File: config.mk
export PLATFORM = sky130hd
export DESIGN_NAME = calib_unit
export DESIGN_NICKNAME = d
export VERILOG_FILES = /design/src/rtl/calib_pkg.sv /design/src/rtl/calib_tap_div.sv /design/src/rtl/calib_cycle_window.sv /design/src/rtl/calib_prescaler.sv /design/src/rtl/calib_unit.sv
export SDC_FILE = /design/constraint.sdc
export NUM_CORES = 1
export LEC_CHECK = 0
export ABC_AREA = 1
export BUFFER_PORTS_ARGS = -buffer_cell sky130_fd_sc_hd__buf_4
export CORE_MARGIN = 8
export CORE_UTILIZATION = 40
export DETAILED_ROUTE_END_ITERATION = 8
export GPL_ROUTABILITY_DRIVEN = 0
export SLEW_MARGIN = 40
export SYNTH_ARGS = -nofsm -noshare
export SYNTH_HDL_FRONTEND = slang
export SYNTH_SLANG_ARGS = --single-unit
File: constraint.sdc
create_clock -name clk -period 2.4 [get_ports clk]
set_clock_uncertainty 0.2 [all_clocks]
set_input_delay 0.24 -clock clk [delete_from_list [all_inputs] [get_ports clk]]
set_output_delay 0.24 -clock clk [all_outputs]
set_load 0.1 [all_outputs]
File: src/rtl/calib_pkg.sv
package calib_pkg;

    // Direction of correction selected by the sign bit.
    typedef enum logic {
        DIR_SLOW = 1'b0,
        DIR_FAST = 1'b1
    } cal_dir_e;

    // Registered events produced by the prescaler.
    typedef struct packed {
        logic stage;
        logic second;
        logic insert;
        logic blank;
    } strobes_t;

    // A minute is corrected when its index lies below twice the magnitude.
    function automatic logic minute_in_window(input int unsigned idx,
                                              input int unsigned mag);
        return idx < (2 * mag);
    endfunction

    // Minutes of a cycle that may ever be corrected.
    function automatic int unsigned eligible_minutes(input int unsigned cyc_w);
        return (32'd1 << cyc_w) - 32'd2;
    endfunction

endpackage

File: src/rtl/calib_tap_div.sv
module calib_tap_div #(
    parameter int unsigned W = 8
) (
    input  logic         clk,
    input  logic         rst,
    input  logic         clr,
    input  logic         osc_tick,
    output logic [W-1:0] tap
);

    always_ff @(posedge clk) begin
        if (rst || clr) begin
            tap <= '0;
        end else if (osc_tick) begin
            tap <= tap + W'(1);
        end
    end

    AST_TAP_ADVANCE: assert property (@(posedge clk) disable iff (rst) (osc_tick && !clr) |=> (tap == $past(tap) + W'(1)));

endmodule

File: src/rtl/calib_cycle_window.sv
module calib_cycle_window
    import calib_pkg::*;
#(
    parameter int unsigned CYC_W = 6,
    parameter int unsigned MAG_W = CYC_W - 1
) (
    input  logic             clk,
    input  logic             rst,
    input  logic             clr,
    input  logic             min_tick,
    input  logic             sec_wrap,
    input  logic             apply_done,
    input  logic [MAG_W-1:0] mag,
    output logic             act
);

    localparam int unsigned ELIG = eligible_minutes(CYC_W);

    logic [CYC_W-1:0] min_idx;
    logic [CYC_W-1:0] next_idx;
    logic             pend;
    logic             arm;

    assign next_idx = min_idx + CYC_W'(1);
    assign arm      = min_tick && minute_in_window(32'(next_idx), 32'(mag));

    always_ff @(posedge clk) begin
        if (rst || clr) begin
            min_idx <= '0;
            pend    <= 1'b0;
            act     <= (mag != '0);
        end else begin
            if (min_tick) begin
                min_idx <= next_idx;
            end
            if (sec_wrap) begin
                act  <= pend || arm;
                pend <= 1'b0;
            end else begin
                pend <= pend || arm;
                if (apply_done) begin
                    act <= 1'b0;
                end
            end
        end
    end

    AST_PEND_IN_WINDOW: assert property (@(posedge clk) disable iff (rst) $rose(pend) |-> (32'(min_idx) < ELIG));
    AST_CLEAR_ORIGIN: assert property (@(posedge clk) disable iff (rst) clr |=> ((min_idx == '0) && !pend));

endmodule

File: src/rtl/calib_prescaler.sv
module calib_prescaler
    import calib_pkg::*;
#(
    parameter int unsigned PRE_W = 8,
    parameter int unsigned STG_W = 7
) (
    input  logic     clk,
    input  logic     rst,
    input  logic     clr,
    input  logic     osc_tick,
    input  logic     act,
    input  cal_dir_e dir,
    output logic     sec_wrap,
    output logic     apply_done,
    output strobes_t strb
);

    localparam int unsigned HALF = 32'd1 << (PRE_W - 1);

    logic [PRE_W-1:0] pre_cnt;
    logic [PRE_W-1:0] blank_left;
    logic [STG_W-1:0] stg_cnt;

    logic blanking;
    logic adv;
    logic pre_last;
    logic first_period;
    logic ins_now;
    logic neg_now;
    logic stage_now;
    logic blk_now;

    always_comb begin
        blanking     = (blank_left != '0);
        adv          = osc_tick && !blanking;
        pre_last     = &pre_cnt;
        first_period = (stg_cnt == '0);
        ins_now      = adv && act && (dir == DIR_FAST) && first_period
                       && (pre_cnt == PRE_W'(HALF - 1));
        neg_now      = adv && act && (dir == DIR_SLOW) && first_period && pre_last;
        stage_now    = (adv && pre_last) || ins_now;
        sec_wrap     = adv && pre_last && (&stg_cnt);
        blk_now      = osc_tick && blanking;
        apply_done   = ins_now || neg_now;
    end

    always_ff @(posedge clk) begin
        if (rst || clr) begin
            pre_cnt    <= '0;
            stg_cnt    <= '0;
            blank_left <= '0;
            strb       <= '0;
        end else begin
            if (adv) begin
                pre_cnt <= pre_cnt + PRE_W'(1);
            end
            if (stage_now) begin
                stg_cnt <= stg_cnt + STG_W'(1);
            end
            if (neg_now) begin
                blank_left <= PRE_W'(HALF);
            end else if (blk_now) begin
                blank_left <= blank_left - PRE_W'(1);
            end
            strb.stage  <= stage_now;
            strb.second <= sec_wrap;
            strb.insert <= ins_now;
            strb.blank  <= blk_now;
        end
    end

    AST_BLANK_HOLDS_PRESCALE: assert property (@(posedge clk) disable iff (rst) (osc_tick && (blank_left != '0) && !clr) |=> ($stable(pre_cnt) && $stable(stg_cnt)));
    AST_INSERT_SPLITS_FIRST_PERIOD: assert property (@(posedge clk) disable iff (rst) strb.insert |-> ((stg_cnt == STG_W'(1)) && (pre_cnt == PRE_W'(HALF))));

endmodule

File: src/rtl/calib_unit.sv
module calib_unit
    import calib_pkg::*;
#(
    parameter int unsigned PRE_W = 8,
    parameter int unsigned STG_W = 7,
    parameter int unsigned CYC_W = 6,
    parameter int unsigned MAG_W = CYC_W - 1
) (
    input  logic             clk,
    input  logic             rst,
    input  logic             osc_tick,
    input  logic             chain_clear,
    input  logic             min_tick,
    input  logic [MAG_W:0]   cal_cfg,
    output logic             stage_tick,
    output logic             sec_tick,
    output logic             insert_pulse,
    output logic             blank_pulse,
    output logic [PRE_W-1:0] tap_div
);

    logic [MAG_W-1:0] mag;
    cal_dir_e         dir;
    logic             act;
    logic             sec_wrap;
    logic             apply_done;
    strobes_t         strb;

    assign mag = cal_cfg[MAG_W-1:0];
    assign dir = cal_dir_e'(cal_cfg[MAG_W]);

    calib_cycle_window #(
        .CYC_W (CYC_W),
        .MAG_W (MAG_W)
    ) window_i (
        .clk        (clk),
        .rst        (rst),
        .clr        (chain_clear),
        .min_tick   (min_tick),
        .sec_wrap   (sec_wrap),
        .apply_done (apply_done),
        .mag        (mag),
        .act        (act)
    );

    calib_prescaler #(
        .PRE_W (PRE_W),
        .STG_W (STG_W)
    ) prescale_i (
        .clk        (clk),
        .rst        (rst),
        .clr        (chain_clear),
        .osc_tick   (osc_tick),
        .act        (act),
        .dir        (dir),
        .sec_wrap   (sec_wrap),
        .apply_done (apply_done),
        .strb       (strb)
    );

    calib_tap_div #(
        .W (PRE_W)
    ) taps_i (
        .clk      (clk),
        .rst      (rst),
        .clr      (chain_clear),
        .osc_tick (osc_tick),
        .tap      (tap_div)
    );

    assign stage_tick   = strb.stage;
    assign sec_tick     = strb.second;
    assign insert_pulse = strb.insert;
    assign blank_pulse  = strb.blank;

    AST_STROBES_EXCLUSIVE: assert property (@(posedge clk) disable iff (rst) !(insert_pulse && blank_pulse));

endmodule

==> results.cfg <==
[global_routing]
grt_use_total_pct = 11.2
grt_overflow = 0
antenna_found_initial = 0
grt_pass1_vias = 1833
grt_max_degree = 15
grt_pass1_wl_um = 7900

[job]
cap_violations = 0

[sta]
fmax_mhz = 472
rsz0062_at_grt = no
hold_violations = 0
worst_pin_slew_ns = 0.564
setup_viol = 0
period_share_pct = 88.3
min_period_ns = 2.12
fin_ws_ns = 0.280
drv_slew = 0
max_slew_margin_pct = 62.4
setup_tns_ns = 0
holdWs_ns = 0.0385

[power]
seqPwrFrac_pct = 36.6
swShare_pct = 41.3
peakVddDrop_mv = 0.372
power.leakage_nw = 1.17
switching_power_w = 0.000974
pwr-share-comb_pct = 43.5
total_power_w = 0.00236
intPower_w = 0.00139
power_density_mw_per_mm2 = 909
clockPowerShare_pct = 19.9

[detailed_routing]
wirelength_um = 4330
avgRoutedWirePerCell_um = 10.7
route.detailed.drc = 0
vias = 1841
vias_per_cell = 4.57
first_iter_violations = 134
ant_nets = 0
firstDrtPassIters = 4

[floorplanning]
start_util_pct = 41.3
die-area_mm2 = 0.00831
die_y_um = 91.2
die_w_um = 91.2
ios = 23
core_area_mm2 = 0.00547
std_cell_rows = 27

[worst_setup_path]
cpMaxStageDelayCell = dfxtp_1
worst-path-buf-inv = 0
crit_type = flop to flop
rrSetupSlack_ns = 0.28
crit_top_cell = nand2_1
r2r-start = window_i.min_idx[2]$_SDFFE_PP0P_
cp_slowest_stage_delay_ns = 0.39
required_ns = 2.25
crit_path_cell_trace = nand3_1 > nand3b_1 > xnor2_1 > ha_1 > nand2_1 > nor2_1 > o21ai_0 > o2111ai_1 > nand2_1 > nand2_1 > o21ai_1
critPathTopFamily = simple AND/OR/NAND/NOR gates
worstSetupEndpointType = flop
r2r_cells = 11
cp-start-kind = flop
arrival_ns = 1.97
crit_fanout = 4
rr_endpoint = window_i.act$_DFFE_PP_

[yosys]
yosysUniqueCellTypes = 36
netlist_instances = 303
ys_seq_elements = 43
syn-cell-area_mm2 = 0.00226
yosys_warnings = 0
synth_area_per_cell_um2 = 7.46
syn_nets = 325
yosysSeqAreaShare_pct = 38.5

[layout]
insertedDiodeCount = 0
final_nets = 352
layout-drive-gt1-share_pct = 15.7
stdcell_area_mm2 = 0.00260
final_cell_mix = nand2_1 (47), nor2_1 (47), inv_1 (44), dfxtp_1 (42), a21oi_1 (26)
synthToLayoutAreaGrowth_pct = 15.0

[clock_tree]
cts_tree = done
cts.clk_slew.worst_paths_ns = 0.08
cts.sinks = 43
cts_max_path_buffers = 2
post_cts_buffers = 0
htree_levels = 2
root_buffer = clkbuf_8
clock_latency_ns = 0.29
cts_made_buffers = 5

[min_path]
min_to = taps_i.tap[1]$_SDFFE_PP0P_
worstHoldPathType = input port to flop
hold_depth = 2
hp-start = osc_tick

[placed_design]
placed_cell_area_mm2 = 0.00250
dp_hpwl_um = 3300
port_buffers = 22
dp_worst_setup_slack_ns = 0.290

[run_status]
outcome = finished clean
[layer usage]
layer,routed length (um),part of all wire [%],global-route usage (%),vias up
met2,1800,42,17.7,32
li1,-,-,-,1019
met1,2210,51,13.6,784
met5,0,0,0,-
met3,248,5.7,3.87,6
met4,72,1.7,4.37,0
[state kept, by name (all words and copies together), names as in the netlist]
| name | flops |
|---|---|
| prescale_i.stg_cnt | 7 |
| prescale_i.pre_cnt | 8 |
| prescale_i.blank_left | 8 |
| window_i.min_idx | 6 |
| taps_i.tap | 8 |
| prescale_i.strb | 4 |
| window_i.act | 1 |
| window_i.pend | 1 |
[layout make-up]
type	count	area [um^2]
timing repair buffer	25	190
inverter	46	178
fill	561	2870
tap	72	90.1
clock inverter	1	5.00
sequential	43	871
clock buffer	7	86.3
multi-input combinational	209	1180
[timing repair]
item | in CTS | in global routing
hold buffers | 1 | 0
gates resized for setup | 0 | 0
endpoints found under the hold margin | 1 | 0
[Yosys cell counts]
cell,instances,area share (%)
a21oi_1,26,5.8
nand2_2,2,0.55
nand3_4,1,0.78
dfxtp_1,42,37
inv_1,44,7.3
ha_1,11,6.1
nor3_4,1,0.72
nor2_4,2,1.0
nand3_1,17,3.8
nor3b_1,1,0.33
o211ai_1,1,0.33
nand2_4,3,1.5
edfxtp_1,1,1.3
xnor2_1,3,1.2
nor2_1,47,7.8
nand4_2,1,0.55
xor2_1,8,3.1
nand2_8,1,0.89
o21ai_1,1,0.22
buf_4,1,0.33
o21ai_2,1,0.39
clkbuf_1,2,0.33
inv_6,1,0.39
nand4_1,3,0.83
clkbuf_8,1,0.61
nand3_2,1,0.44
nand3b_1,1,0.33
nor2_2,4,1.1
inv_2,1,0.17
nor4_4,1,0.94
o21ai_0,17,3.8
nor3_1,6,1.3
buf_1,1,0.17
nand2_1,47,7.8
or2_2,1,0.28
o2111ai_1,1,0.39
[logic make-up (layout without fill, tap and decap cells)]
logic type / after synthesis / in the layout / share of synthesized area, %
fa+ha+maj: 11 / 11 / 6.09
buf+inv: 51 / 79 / 9.30
compound gates: 47 / 47 / 10.9
simple gates: 140 / 140 / 31.0
xor+xnor: 11 / 11 / 4.26
flops: 43 / 43 / 38.5
[power groups by stage]
stage               combinational (W)  clock, W  sequential (W)
finish                        0.00103  0.000470        0.000864
global route                  0.00120  0.000521        0.000879
CTS                           0.00104  0.000488        0.000866
detailed placement            0.00104         0        0.000882
global placement              0.00103         0        0.000879
floorplan                    0.000821         0        0.000913
[worst max path at each step]
stage	start	end	slack [ns]	cells past startpoint
6_report	window_i.min_idx[2]$_SDFFE_PP0P_	window_i.act$_DFFE_PP_	0.28	11
5_1_grt	window_i.min_idx[2]$_SDFFE_PP0P_	window_i.act$_DFFE_PP_	0.12	11
4_1_cts	window_i.min_idx[2]$_SDFFE_PP0P_	window_i.act$_DFFE_PP_	0.28	11
3_5_place_dp	window_i.min_idx[2]$_SDFFE_PP0P_	window_i.act$_DFFE_PP_	0.29	11
3_3_place_gp	window_i.min_idx[2]$_SDFFE_PP0P_	window_i.act$_DFFE_PP_	0.33	11
2_1_floorplan	taps_i.tap[1]$_SDFFE_PP0P_	taps_i.tap[6]$_SDFFE_PP0P_	0.14	8
[per-stage QoR]
step / utilization [%] / cells
after floorplan: - / 303
after global placement: 45.6 / 394
after detailed placement: 45.6 / 394
after CTS: 47.5 / 403
after global routing: 47.5 / 403
final: 47.5 / 403
Power figures use the tool's default switching activity.
